==> config.mk <==
export PLATFORM = sky130hd
export DESIGN_NAME = quad_latch_counter
export DESIGN_NICKNAME = d
export VERILOG_FILES = /design/src/rtl/qlc_pkg.sv /design/src/rtl/qlc_sync.sv /design/src/rtl/qlc_phase_decode.sv /design/src/rtl/qlc_updown.sv /design/src/rtl/qlc_strobe_ctl.sv /design/src/rtl/quad_latch_counter.sv
export SDC_FILE = /design/constraint.sdc
export NUM_CORES = 1
export LEC_CHECK = 0
export ABC_AREA = 0
export BUFFER_PORTS_ARGS = -buffer_cell sky130_fd_sc_hd__buf_2
export CAP_MARGIN = 15
export CORE_MARGIN = 1
export CORE_UTILIZATION = 60
export CTS_BUF_LIST = sky130_fd_sc_hd__clkbuf_16
export DETAILED_ROUTE_END_ITERATION = 16
export PLACE_DENSITY = 0.82
export SETUP_SLACK_MARGIN = 0.3
export SLEW_MARGIN = 10
export SYNTH_ARGS = -nofsm -noshare
export SYNTH_HDL_FRONTEND = slang
export SYNTH_SLANG_ARGS = --single-unit
==> constraint.sdc <==
create_clock -name clk -period 4.3 [get_ports clk]
set_input_delay 0.215 -clock clk [delete_from_list [all_inputs] [get_ports clk]]
set_output_delay 0.215 -clock clk [all_outputs]
set_load 0.05 [all_outputs]
==> src/rtl/qlc_pkg.sv <==
package qlc_pkg;

  typedef enum logic [1:0] {
    QS_IDLE = 2'd0,
    QS_UP   = 2'd1,
    QS_DOWN = 2'd2,
    QS_BAD  = 2'd3
  } qstep_e;

  // Classify one sample-to-sample move of the phase pair {A,B}.
  function automatic qstep_e qlc_classify(input logic [1:0] prev_ab,
                                          input logic [1:0] cur_ab);
    logic [1:0] chg;
    qstep_e     kind;
    chg = prev_ab ^ cur_ab;
    case (chg)
      2'b00:   kind = QS_IDLE;
      2'b11:   kind = QS_BAD;
      2'b10:   kind = (cur_ab[1] != cur_ab[0]) ? QS_UP : QS_DOWN;
      default: kind = (cur_ab[1] == cur_ab[0]) ? QS_UP : QS_DOWN;
    endcase
    return kind;
  endfunction

endpackage

==> src/rtl/qlc_sync.sv <==
module qlc_sync #(
  parameter int         W       = 1,
  parameter logic [W-1:0] RST_VAL = '0
) (
  input  logic         clk,
  input  logic         rst,
  input  logic [W-1:0] d_async,
  output logic [W-1:0] q_sync
);

  logic [W-1:0] stage1;
  logic [W-1:0] stage2;

  always_ff @(posedge clk) begin
    if (rst) begin
      stage1 <= RST_VAL;
      stage2 <= RST_VAL;
    end else begin
      stage1 <= d_async;
      stage2 <= stage1;
    end
  end

  assign q_sync = stage2;

endmodule

==> src/rtl/qlc_phase_decode.sv <==
module qlc_phase_decode
  import qlc_pkg::*;
(
  input  logic clk,
  input  logic rst,
  input  logic a_s,
  input  logic b_s,
  output logic step_up,
  output logic step_dn,
  output logic step_bad,
  output logic phase_err
);

  logic [1:0] prev_ab;
  qstep_e     kind;

  always_ff @(posedge clk) begin
    if (rst) prev_ab <= 2'b00;
    else     prev_ab <= {a_s, b_s};
  end

  assign kind     = qlc_classify(prev_ab, {a_s, b_s});
  assign step_up  = (kind == QS_UP);
  assign step_dn  = (kind == QS_DOWN);
  assign step_bad = (kind == QS_BAD);

  always_ff @(posedge clk) begin
    if (rst)           phase_err <= 1'b0;
    else if (step_bad) phase_err <= 1'b1;
  end

  AST_ONE_KIND: assert property (@(posedge clk) disable iff (rst)
    $onehot0({step_up, step_dn, step_bad}));

  AST_ERR_STICKY: assert property (@(posedge clk) disable iff (rst)
    phase_err |=> phase_err);

  AST_ERR_ON_BAD: assert property (@(posedge clk) disable iff (rst)
    step_bad |=> phase_err);

endmodule

==> src/rtl/qlc_updown.sv <==
module qlc_updown #(
  parameter int CNT_W = 8
) (
  input  logic             clk,
  input  logic             rst,
  input  logic             inc,
  input  logic             dec,
  output logic [CNT_W-1:0] count,
  output logic             carry,
  output logic             borrow,
  output logic             dir_up
);

  localparam logic [CNT_W-1:0] TOP_VAL = {CNT_W{1'b1}};
  localparam logic [CNT_W-1:0] ONE_VAL = {{(CNT_W-1){1'b0}}, 1'b1};

  always_ff @(posedge clk) begin
    if (rst) begin
      count  <= '0;
      carry  <= 1'b0;
      borrow <= 1'b0;
      dir_up <= 1'b1;
    end else begin
      carry  <= inc && (count == TOP_VAL);
      borrow <= dec && (count == '0);
      if (inc) begin
        count  <= count + ONE_VAL;
        dir_up <= 1'b1;
      end else if (dec) begin
        count  <= count - ONE_VAL;
        dir_up <= 1'b0;
      end
    end
  end

  AST_IDLE_HOLDS: assert property (@(posedge clk) disable iff (rst)
    (!inc && !dec) |=> $stable(count));

  AST_CARRY_WRAP: assert property (@(posedge clk) disable iff (rst)
    carry |-> (count == '0));

  AST_CARRY_SINGLE: assert property (@(posedge clk) disable iff (rst)
    carry |=> !carry);

  AST_BORROW_WRAP: assert property (@(posedge clk) disable iff (rst)
    borrow |-> (count == TOP_VAL));

  AST_DIR_FOLLOWS: assert property (@(posedge clk) disable iff (rst)
    dec |=> !dir_up);

endmodule

==> src/rtl/qlc_strobe_ctl.sv <==
module qlc_strobe_ctl #(
  parameter int CNT_W      = 8,
  parameter int SETTLE_CYC = 2
) (
  input  logic             clk,
  input  logic             rst,
  input  logic             stb_n_s,
  input  logic             step,
  input  logic [CNT_W-1:0] count,
  output logic [CNT_W-1:0] snap,
  output logic             lat_en,
  output logic             pend
);

  localparam int SW = $clog2(SETTLE_CYC + 2);
  localparam logic [SW-1:0] SETTLE_LD = SW'(SETTLE_CYC);

  logic          stb_prev;
  logic [SW-1:0] settle_cnt;
  logic          busy;
  logic          stb_fall;

  assign busy     = step || (settle_cnt != '0);
  assign stb_fall = stb_prev && !stb_n_s;
  assign lat_en   = (pend || !stb_n_s) && !busy;

  always_ff @(posedge clk) begin
    if (rst) begin
      stb_prev   <= 1'b1;
      settle_cnt <= '0;
      pend       <= 1'b0;
      snap       <= '0;
    end else begin
      stb_prev <= stb_n_s;
      if (step)                  settle_cnt <= SETTLE_LD;
      else if (settle_cnt != '0) settle_cnt <= settle_cnt - 1'b1;
      pend <= (pend || stb_fall) && !lat_en;
      if (lat_en) snap <= count;
    end
  end

  AST_NO_CAPTURE_ON_STEP: assert property (@(posedge clk) disable iff (rst)
    step |=> $stable(snap));

  AST_PEND_WAITS: assert property (@(posedge clk) disable iff (rst)
    (pend && step) |=> pend);

endmodule

==> src/rtl/quad_latch_counter.sv <==
module quad_latch_counter #(
  parameter int CNT_W      = 8,
  parameter int SETTLE_CYC = 2
) (
  input  logic             clk,
  input  logic             rst,
  input  logic             quad_a,
  input  logic             quad_b,
  input  logic             strobe_n,
  output logic [CNT_W-1:0] snap_count,
  output logic             dir_up,
  output logic             carry_out,
  output logic             borrow_out,
  output logic             phase_err
);

  logic [2:0]       raw_in;
  logic [2:0]       sync_in;
  logic             a_s;
  logic             b_s;
  logic             stb_n_s;
  logic             step_up;
  logic             step_dn;
  logic             step_bad;
  logic             step_any;
  logic [CNT_W-1:0] count;
  logic             lat_en;
  logic             pend;

  assign raw_in = {strobe_n, quad_a, quad_b};

  qlc_sync #(.W(3), .RST_VAL(3'b100)) u_sync (
    .clk     (clk),
    .rst     (rst),
    .d_async (raw_in),
    .q_sync  (sync_in)
  );

  assign stb_n_s = sync_in[2];
  assign a_s     = sync_in[1];
  assign b_s     = sync_in[0];

  qlc_phase_decode u_dec (
    .clk       (clk),
    .rst       (rst),
    .a_s       (a_s),
    .b_s       (b_s),
    .step_up   (step_up),
    .step_dn   (step_dn),
    .step_bad  (step_bad),
    .phase_err (phase_err)
  );

  assign step_any = step_up || step_dn;

  qlc_updown #(.CNT_W(CNT_W)) u_cnt (
    .clk    (clk),
    .rst    (rst),
    .inc    (step_up),
    .dec    (step_dn),
    .count  (count),
    .carry  (carry_out),
    .borrow (borrow_out),
    .dir_up (dir_up)
  );

  qlc_strobe_ctl #(.CNT_W(CNT_W), .SETTLE_CYC(SETTLE_CYC)) u_stb (
    .clk     (clk),
    .rst     (rst),
    .stb_n_s (stb_n_s),
    .step    (step_any),
    .count   (count),
    .snap    (snap_count),
    .lat_en  (lat_en),
    .pend    (pend)
  );

  AST_SNAP_FROM_COUNT: assert property (@(posedge clk) disable iff (rst)
    (snap_count != $past(snap_count)) |-> (snap_count == $past(count)));

  AST_BAD_NO_STEP: assert property (@(posedge clk) disable iff (rst)
    step_bad |=> $stable(count));

  AST_QUIET_HOLD: assert property (@(posedge clk) disable iff (rst)
    (stb_n_s && !pend) |=> $stable(snap_count));

endmodule

==> out/qor.yml <==
run_status:
  outcome: "finished clean"
min_path:
  min-delay-start: "strobe_n"
  hold_class: "input pin to flop"
  min_to: "u_sync.stage1[2]$_SDFF_PP1_"
  min_path_cells: 2
sta:
  hold_viol: 0
  finalCriticalPeriod_ns: 2.966
  rsz0062_at_grt: "false"
  min_period_over_period_pct: 68.99
  fin_ws_ns: 1.334
  worstMarginPinSlew_ns: 0.6371
  drv_slew: 0
  relSlewSlack_pct: 57.52
  clock.fmax_mhz: 337.1
  setup_viol: 0
  tns_ns: 0
  finClkSkew_ns: 0.003961
clocking:
  clkSinkCount: 32
  cts_tree: "yes"
  clk_pin_slew_worst_paths_ns: 0.05
  clockBufferDepth: 2
  root_buffer: "clkbuf_16"
  cts_hold_buf: 0
  cts_resized: 0
  cts_setup_buffers: 0
  cts_max_level: 2
  insertion_delay_ns: 0.28
  numCtsBuffers: 5
final_layout:
  nets: 195
  drive_gt1_share_pct: 19.34
  syn_to_final_growth_pct: 17.35
  final_util_pct: 76.58
  n_antenna_cell: 0
  final_area_mm2: 0.001727
synth:
  synth_area_mm2: 0.001471
  synthCells: 163
  avgSynthCellArea_um2: 9.027
  synth_edf_count: 0
  yosysTopAreaCell: "dfxtp_1"
  synth-main-ff-cell: "dfxtp_1"
  synthTopCellsByArea: "dfxtp_1 44%, ha_1 7.7%, a21oi_1 5.4%, nand2_1 5.4%, nor2_1 3.1%"
  yosys.area.top_type_share_pct: 43.54
  synth_cell_types: 38
  ys_seq_area_share_pct: 43.54
  ys_seq_elements: 32
  syn-num-nets: 178
  synthArstFlopShare_pct: 0
  yosys_warnings: 0
worst_setup_path:
  arrival_ns: 3.17
  worstPathRequired_ns: 4.50
  critPathMaxFanout: 8
  r2r_start: "u_sync.q_sync[0]$_SDFF_PP0_"
  r2r_slack_ns: 1.33
  endpoint_kind: "flop"
  ff2ff_path_depth: 12
  cp-start-kind: "flop"
  crit_type: "flop to flop"
  regToRegEndpoint: "u_cnt.count[7]$_SDFFE_PP0P_"
route:
  wl_per_cell_um: 14.55
  final_antenna_net_count: 0
  first_pass_iters: 4
  num_vias: 1222
  drt_wl_total_mm: 3.041
  viasPerCell: 5.847
  drcViolationCount: 0
  first_iter_violations: 40
grt:
  grt_pass1_vias: 1165
  groute.usage.overall_pct: 28.32
  grt_max_degree: 38
  grt_first_pass_wirelength_mm: 5.340
  grt_antenna_before_repair: 0
  grt_overflow: 0
place:
  pre_cts_ws_ns: 1.419
  placedInstanceArea_mm2: 0.001559
  dp_hpwl_mm: 1.887
  io_buffers: 16
  gp_congestion: 0.8548
floorplan:
  die_width_um: 51.52
  ios: 17
  dieArea_mm2: 0.002654
  rows: 17
  start_util_pct: 65.26
  die_y_um: 51.52
  core_area_mm2: 0.002255
run:
  maxCapViolations: 0
pwr:
  leakage_nw: 0.7157
  ir_worst_vdd_mv: 0.4147
  power_density_mw_per_mm2: 572.6
layout make-up:
| class | instances | area [um2] |
|---|---|---|
| Clock buffer | 5 | 125.1 |
| Clock inverter | 3 | 42.54 |
| Fill cell | 145 | 528.0 |
| Inverter | 6 | 22.52 |
| Multi-Input combinational cell | 119 | 780.7 |
| Sequential cell | 32 | 640.6 |
| Tap cell | 28 | 35.03 |
| Timing Repair Buffer | 16 | 80.08 |
power by group:
group	switching [W]	internal, W	total [W]
Combinational	0.000128	0.0000994	0.000227
Sequential	0.0000351	0.000324	0.000359
Clock	0.000130	0.000272	0.000402
Total	0.000293	0.000695	0.000989
cell usage in the layout (no fill, tap or decap), types with 2 or more instances in the layout:
| cell type | count |
|---|---|
| dfxtp_1 | 32 |
| nand2_1 | 21 |
| a21oi_1 | 16 |
| buf_2 | 16 |
| nor2_1 | 12 |
| ha_1 | 9 |
| nor2b_1 | 7 |
| o21ai_0 | 6 |
| inv_1 | 5 |
| clkbuf_16 | 5 |
| a21o_1 | 4 |
| mux2i_1 | 4 |
| nor3b_1 | 4 |
| xnor2_1 | 4 |
| nand3_1 | 4 |
| nor3_1 | 3 |
| or2_2 | 3 |
| o211ai_1 | 2 |
| nor4b_1 | 2 |
| nor4_1 | 2 |
| nand4_1 | 2 |
stage by stage:
stage,std cells,power (W),hold slack (ns)
5_1_grt,209,0.001043,0.1327
3_3_place_gp,201,0.0005733,0.3919
3_5_place_dp,201,0.0005837,0.4107
6_report,209,0.0009888,0.1261
2_1_floorplan,163,0.0005413,0.3188
4_1_cts,209,0.0009910,0.1217
worst max-delay path by stage:
stage | start | to | depth (start not counted) | slack (ns)
floorplan | u_sync.q_sync[0]$_SDFF_PP0_ | u_cnt.count[7]$_SDFFE_PP0P_ | 12 | 1.70
global placement | u_sync.q_sync[0]$_SDFF_PP0_ | u_cnt.count[7]$_SDFFE_PP0P_ | 12 | 1.58
global route | u_sync.q_sync[0]$_SDFF_PP0_ | u_cnt.count[7]$_SDFFE_PP0P_ | 12 | 1.12
CTS | u_sync.q_sync[0]$_SDFF_PP0_ | u_cnt.count[7]$_SDFFE_PP0P_ | 12 | 1.33
detailed placement | u_sync.q_sync[0]$_SDFF_PP0_ | u_cnt.count[5]$_SDFFE_PP0P_ | 12 | 1.42
finish | u_sync.q_sync[0]$_SDFF_PP0_ | u_cnt.count[7]$_SDFFE_PP0P_ | 12 | 1.33
registers in the layout, summed over array words and instances, names as in the netlist:
register,cells
u_cnt.borrow,1
u_cnt.carry,1
u_cnt.count,8
u_cnt.dir_up,1
u_dec.phase_err,1
u_dec.prev_ab,2
u_stb.pend,1
u_stb.settle_cnt,2
u_stb.snap,8
u_stb.stb_prev,1
u_sync.q_sync,3
u_sync.stage1,3
worst max-delay path, cell delays in order, from the launching register on:
cell and delay, ns:
dfxtp_1 0.42, nor2_1 0.09, a21o_1 0.15, o21ai_0 0.31, inv_1 0.09, ha_1 0.26
inv_1 0.25, ha_1 0.31, a211oi_2 0.30, nor3_2 0.09, mux2_4 0.31, a21o_1 0.17
a21oi_2 0.14
kinds of logic after synthesis:
logic type      after synthesis  share of synthesized area (%)
flops                        32                          43.54
xor+xnor                      4                          2.381
fa+ha+maj                    10                          9.014
compound gates               36                          15.22
buf+inv                      12                          3.401
simple gates                 64                          22.70
mux                           5                          3.741
metal layers:
layer	part of all wire [%]	track usage, %	routed length, um	vias up
met4	1.1	11.71	34	0
met5	0	0	0	-
met3	6.7	8.772	205	5
met2	50	47.84	1529	41
met1	42	33.03	1271	573
li1	-	-	-	603
cell usage after synthesis (all sizes together), types with 2 or more instances:
cell / n
or2: 3
buf: 3
o211ai: 2
nor2: 12
nor4: 2
a21o: 5
nand3: 4
inv: 5
nor3b: 4
a21oi: 17
clkbuf: 3
nor3: 4
dfxtp: 32
a211oi: 2
nor2b: 7
mux2i: 4
ha: 9
nor4b: 2
xnor2: 4
nand2: 21
nand4: 2
o21ai: 7
Power figures use the tool's default switching activity.
